===== config.mk =====
export PLATFORM = sky130hd
export DESIGN_NAME = fma_special_stage
export DESIGN_NICKNAME = d
export VERILOG_FILES = /design/src/rtl/fma_sp_pkg.sv /design/src/rtl/fma_operand_classify.sv /design/src/rtl/fma_special_resolve.sv /design/src/rtl/fma_special_stage.sv
export SDC_FILE = /design/constraint.sdc
export NUM_CORES = 1
export LEC_CHECK = 0
export ABC_AREA = 1
export BUFFER_PORTS_ARGS = -buffer_cell sky130_fd_sc_hd__clkbuf_2
export CAP_MARGIN = 20
export CORE_MARGIN = 2
export CORE_UTILIZATION = 50
export DETAILED_ROUTE_END_ITERATION = 10
export PLACE_DENSITY_LB_ADDON = 0.15
export SLEW_MARGIN = 0
export SYNTH_ARGS = -nofsm -noshare
export SYNTH_HDL_FRONTEND = slang
export SYNTH_SLANG_ARGS = --single-unit

===== constraint.sdc =====
create_clock -name clk -period 2.1 [get_ports clk]
set_input_delay 0.525 -clock clk [delete_from_list [all_inputs] [get_ports clk]]
set_output_delay 0.525 -clock clk [all_outputs]
set_load 0.01 [all_outputs]

===== src/rtl/fma_sp_pkg.sv =====
package fma_sp_pkg;
  typedef enum logic [2:0] {
    CL_ZERO   = 3'd0,
    CL_DENORM = 3'd1,
    CL_NORMAL = 3'd2,
    CL_INF    = 3'd3,
    CL_QNAN   = 3'd4,
    CL_SNAN   = 3'd5
  } fp_class_e;

  localparam int unsigned OPERAND_CNT = 3;
  localparam int unsigned IDX_Z = 0;
  localparam int unsigned IDX_X = 1;
  localparam int unsigned IDX_Y = 2;
endpackage


===== src/rtl/fma_operand_classify.sv =====
module fma_operand_classify
  import fma_sp_pkg::*;
#(
  parameter int unsigned EXP_W = 8,
  parameter int unsigned MAN_W = 23
) (
  input  logic [EXP_W+MAN_W:0] op,
  output fp_class_e            cls,
  output logic                 sgn
);
  localparam int unsigned W = 1 + EXP_W + MAN_W;

  logic [EXP_W-1:0] exp_f;
  logic [MAN_W-1:0] man_f;
  logic             exp_max;
  logic             exp_min;

  assign exp_f   = op[W-2:MAN_W];
  assign man_f   = op[MAN_W-1:0];
  assign exp_max = &exp_f;
  assign exp_min = ~|exp_f;
  assign sgn     = op[W-1];

  always_comb begin
    if (exp_max) begin
      if (man_f == '0)            cls = CL_INF;
      else if (man_f[MAN_W-1])    cls = CL_QNAN;
      else                        cls = CL_SNAN;
    end else if (exp_min) begin
      cls = (man_f == '0) ? CL_ZERO : CL_DENORM;
    end else begin
      cls = CL_NORMAL;
    end
  end
endmodule


===== src/rtl/fma_special_resolve.sv =====
module fma_special_resolve
  import fma_sp_pkg::*;
#(
  parameter int unsigned EXP_W = 8,
  parameter int unsigned MAN_W = 23
) (
  input  logic [OPERAND_CNT-1:0][EXP_W+MAN_W:0] ops,
  input  fp_class_e                             cls [OPERAND_CNT],
  input  logic [OPERAND_CNT-1:0]                sgn,
  input  logic                                  neg_product,
  input  logic                                  round_neg,
  output logic                                  hit,
  output logic                                  inv,
  output logic [EXP_W+MAN_W:0]                  val
);
  localparam int unsigned W = 1 + EXP_W + MAN_W;
  localparam logic [W-1:0] QUIET_BIT = W'(1) << (MAN_W - 1);
  localparam logic [W-1:0] DEFAULT_NAN = {1'b0, {EXP_W{1'b1}}, 1'b1, {(MAN_W-1){1'b0}}};

  logic         snan_found, qnan_found;
  logic [W-1:0] snan_pick, qnan_pick;
  logic         prod_sign;
  logic         prod_inf, prod_zero, z_inf, z_zero;

  // Scan from the last operand to the first so the earliest one wins.
  always_comb begin
    snan_found = 1'b0;
    qnan_found = 1'b0;
    snan_pick  = '0;
    qnan_pick  = '0;
    for (int i = OPERAND_CNT - 1; i >= 0; i--) begin
      if (cls[i] == CL_SNAN) begin
        snan_found = 1'b1;
        snan_pick  = ops[i];
      end
      if (cls[i] == CL_QNAN) begin
        qnan_found = 1'b1;
        qnan_pick  = ops[i];
      end
    end
  end

  assign prod_sign = sgn[IDX_X] ^ sgn[IDX_Y] ^ neg_product;
  assign prod_inf  = (cls[IDX_X] == CL_INF) || (cls[IDX_Y] == CL_INF);
  assign prod_zero = (cls[IDX_X] == CL_ZERO) || (cls[IDX_Y] == CL_ZERO);
  assign z_inf     = (cls[IDX_Z] == CL_INF);
  assign z_zero    = (cls[IDX_Z] == CL_ZERO);

  always_comb begin
    hit = 1'b0;
    inv = 1'b0;
    val = '0;
    if (snan_found) begin
      hit = 1'b1;
      inv = 1'b1;
      val = snan_pick | QUIET_BIT;
    end else if (qnan_found) begin
      hit = 1'b1;
      val = qnan_pick;
    end else if (prod_inf) begin
      hit = 1'b1;
      if (prod_zero || (z_inf && (sgn[IDX_Z] != prod_sign))) begin
        inv = 1'b1;
        val = DEFAULT_NAN;
      end else begin
        val = {prod_sign, {EXP_W{1'b1}}, {MAN_W{1'b0}}};
      end
    end else if (prod_zero) begin
      hit = 1'b1;
      if (z_zero && (sgn[IDX_Z] != prod_sign)) val = {round_neg, {(W-1){1'b0}}};
      else                                      val = ops[IDX_Z];
    end else if (z_inf) begin
      hit = 1'b1;
      val = ops[IDX_Z];
    end
  end
endmodule


===== src/rtl/fma_special_stage.sv =====
module fma_special_stage
  import fma_sp_pkg::*;
#(
  parameter int unsigned EXP_W = 8,
  parameter int unsigned MAN_W = 23
) (
  input  logic                   clk,
  input  logic                   rst,
  input  logic [EXP_W+MAN_W:0]   z_op,
  input  logic [EXP_W+MAN_W:0]   x_op,
  input  logic [EXP_W+MAN_W:0]   y_op,
  input  logic                   neg_product,
  input  logic                   round_neg,
  output logic                   special_hit,
  output logic [EXP_W+MAN_W:0]   special_val,
  output logic                   invalid_op
);
  localparam int unsigned W = 1 + EXP_W + MAN_W;

  logic [OPERAND_CNT-1:0][W-1:0] ops;
  fp_class_e                     cls [OPERAND_CNT];
  logic [OPERAND_CNT-1:0]        sgn;
  logic                          hit_c, inv_c;
  logic [W-1:0]                  val_c;

  assign ops[IDX_Z] = z_op;
  assign ops[IDX_X] = x_op;
  assign ops[IDX_Y] = y_op;

  for (genvar g = 0; g < OPERAND_CNT; g++) begin : g_cls
    fma_operand_classify #(.EXP_W(EXP_W), .MAN_W(MAN_W)) u_cls (
      .op  (ops[g]),
      .cls (cls[g]),
      .sgn (sgn[g])
    );
  end

  fma_special_resolve #(.EXP_W(EXP_W), .MAN_W(MAN_W)) u_res (
    .ops         (ops),
    .cls         (cls),
    .sgn         (sgn),
    .neg_product (neg_product),
    .round_neg   (round_neg),
    .hit         (hit_c),
    .inv         (inv_c),
    .val         (val_c)
  );

  always_ff @(posedge clk) begin
    if (rst) begin
      special_hit <= 1'b0;
      invalid_op  <= 1'b0;
      special_val <= '0;
    end else begin
      special_hit <= hit_c;
      invalid_op  <= inv_c;
      special_val <= val_c;
    end
  end
endmodule


==> run metrics <==
final slew viol count=0; Initial Util=0.508; core area=0.00668 mm²; syn_area_per_cell=5.35 µm²; Vias=4783; number of synthesized flops with an enable pin=0; Rel. slew slack=0.624; maxcap violations=0; Seq/Total Area, Yosys=0.200; Buffers & Inverters on Critical Path=2; CTS H-tree depth=2; Tot GR Track Use=0.322; CP Capture Type=flop; vias in the first global route=4239; worst path required time=2.27 ns; Slew @ Worst Pin=0.563 ns; Clock power frac=0.364; crit path kind=primary input to flop; Buffers on Ports=133; unrepaired setup endpoints after global routing=false; TritonRoute pass-1 iters=5; Cell Pwr Density=315 mW/mm²; Setup violations, final=0; slowest stage cell, crit path=nor2_2; CP Launch Type=primary input; Worst Hold Class=primary input to flop; final wirelength=12000 µm; CTS sink count=34; Sum Neg Setup Slack=0 ns; # fillers=645; CTS tree=done; Finished Cell Area=0.00467 mm²; post-synthesis instance total=635; share of layout cells above drive strength 1=0.294; die area=0.00747 mm²; antenna cell count=0; final hold vios=0; synthesized area=0.00340 mm²; worst IR drop on VDD=0.216 mV; fmax=0.526 GHz; DR DRC count=0; CP Cell Sequence=clkbuf_2, nor2_1, nand2_1, nor2_1, nand3_1, nor2_1, nor2_2, buf_12, nand2_1, a21oi_1, o21ai_1; ys async rst share=0; Unique masters post-synth=29; Rows=30; largest net degree at the start of global routing=26; Reg clk slew, reported paths=0.07 ns; Sw Pwr=0.425 mW; leakage power=2.58 nW; antenna-violating nets left=0; Iter 0 DRT Violations=409; peak per-stage delay on the critical path=0.46 ns; P_int=1.05 mW; Final HPWL DP=9680 µm; fin nets=911; Critical Path AT=2.07 ns; Tmin final=1.90 ns; CTS buffer count=5; routed wire length per instance=13.5 µm; CTS root buffer=clkbuf_8; register share of total power=0.440; Die X=86.4 µm; status=finished clean; first-pass GRT wire length=19400 µm; ys flop type=dfxtp_1; CP most frequent cell=nor2_1; Die Ht=86.4 µm; vias per inst=5.36; family with the most delay on the worst path=simple AND/OR/NAND/NOR gates; Yosys Warn Count=0; ratio of final minimum period to clock period=0.905; grt ovf=0; synthesized flop and latch total=34; routability cong.=0.994; synthesized netlist net count=735; combinational cell fraction of total power=0.196; Boundary Pins=134; antenna violations before repair=0; placed cell area=0.00457 mm²; critical path peak fanout=10; clock buffer depth=2; area grow syn2layout=37.6%; switching part of the total=0.289
[flip-flops by register name (all words and copies together) (netlist names)]
register	flops
special_val	32
invalid_op	1
special_hit	1
[cells in the final DEF (no fill, tap or decap), drive strengths merged]
cell type    n
a21oi       83
a31oi        1
buf         69
clkbuf     139
clkinv       2
clkinvlp     1
dfxtp       34
inv         48
nand2      186
nand3       85
nand3b       2
nand4        9
nor2       140
nor3         2
o211ai       2
o21ai        7
or2          2
[cells by family (layout without fill, tap and decap cells)]
logic type	count (synthesis)	count (layout)	synth area share
flops	34	34	0.200
compound gates	93	93	0.140
simple gates	426	426	0.544
buf+inv	82	259	0.116
[metrics by stage]
stage | worst slack, ns | power (mW) | cells | hold WS, ns | util
after detailed placement | -0.0994 | 0.948 | 884 | 0.824 | 0.684
after floorplan | 0.377 | 0.749 | 635 | 0.699 | -
after global placement | -0.0865 | 0.944 | 884 | 0.806 | 0.684
final | 0.200 | 1.47 | 892 | 0.516 | 0.700
after CTS | 0.193 | 1.47 | 892 | 0.520 | 0.699
after global routing | 0.0538 | 1.52 | 892 | 0.534 | 0.700
[Yosys cell counts, types with 2 or more instances]
cell | count | area share
inv_1 | 43 | 0.048
o21ai_1 | 2 | 0.0029
nand2_1 | 182 | 0.20
o21ai_0 | 5 | 0.0074
clkbuf_1 | 5 | 0.0055
nor2_4 | 5 | 0.017
a21oi_1 | 83 | 0.12
buf_4 | 5 | 0.011
nand4_1 | 8 | 0.015
dfxtp_1 | 34 | 0.20
nor2_2 | 4 | 0.0074
nand2_2 | 4 | 0.0074
or2_2 | 2 | 0.0037
buf_2 | 17 | 0.025
nand3_2 | 2 | 0.0059
inv_2 | 5 | 0.0055
buf_6 | 6 | 0.020
nand3_1 | 82 | 0.12
nor2_1 | 131 | 0.14
[cell type report]
class	count	area, µm²	share of cell area
Clock buffer	6	82.6	0.0177
Clock inverter	2	12.5	0.00268
Inverter	49	184	0.0393
Multi-Input combinational cell	519	2330	0.499
Sequential cell	34	681	0.146
Tap cell	80	100	0.0214
Timing Repair Buffer	202	1280	0.275
[repair_timing]
action | in CTS | in global routing
setup buffers | 0 | 0
hold buffers | 0 | 0
setup endpoints to repair | 0 | 1
resized for setup | 0 | 2
[power groups by stage]
| stage | clock network, mW | logic, mW | registers [mW] |
|---|---|---|---|
| 4_1_cts | 0.534 | 0.287 | 0.647 |
| 5_1_grt | 0.551 | 0.321 | 0.647 |
| 6_report | 0.535 | 0.289 | 0.647 |
| 3_5_place_dp | 0 | 0.286 | 0.663 |
| 2_1_floorplan | 0 | 0.0856 | 0.664 |
| 3_3_place_gp | 0 | 0.281 | 0.662 |
[path summary, 6_finish.rpt]
| path | from | end | slack [ns] | cells after the start |
|---|---|---|---|---|
| min | rst | special_val[11] | 0.52 | 2 |
| max | y_op[14] | special_val[22] | 0.20 | 11 |
[metal layers]
layer / part of all wire / track usage / routed length [µm] / vias up
met1: 0.44 / 0.444 / 5300 / 2115
li1: - / - / - / 2395
met2: 0.46 / 0.524 / 5490 / 255
met4: 0.016 / 0.0881 / 194 / 0
met5: 0 / 0 / 0 / -
met3: 0.088 / 0.0505 / 1070 / 18
Note: power is estimated with default switching activity, not from simulation.
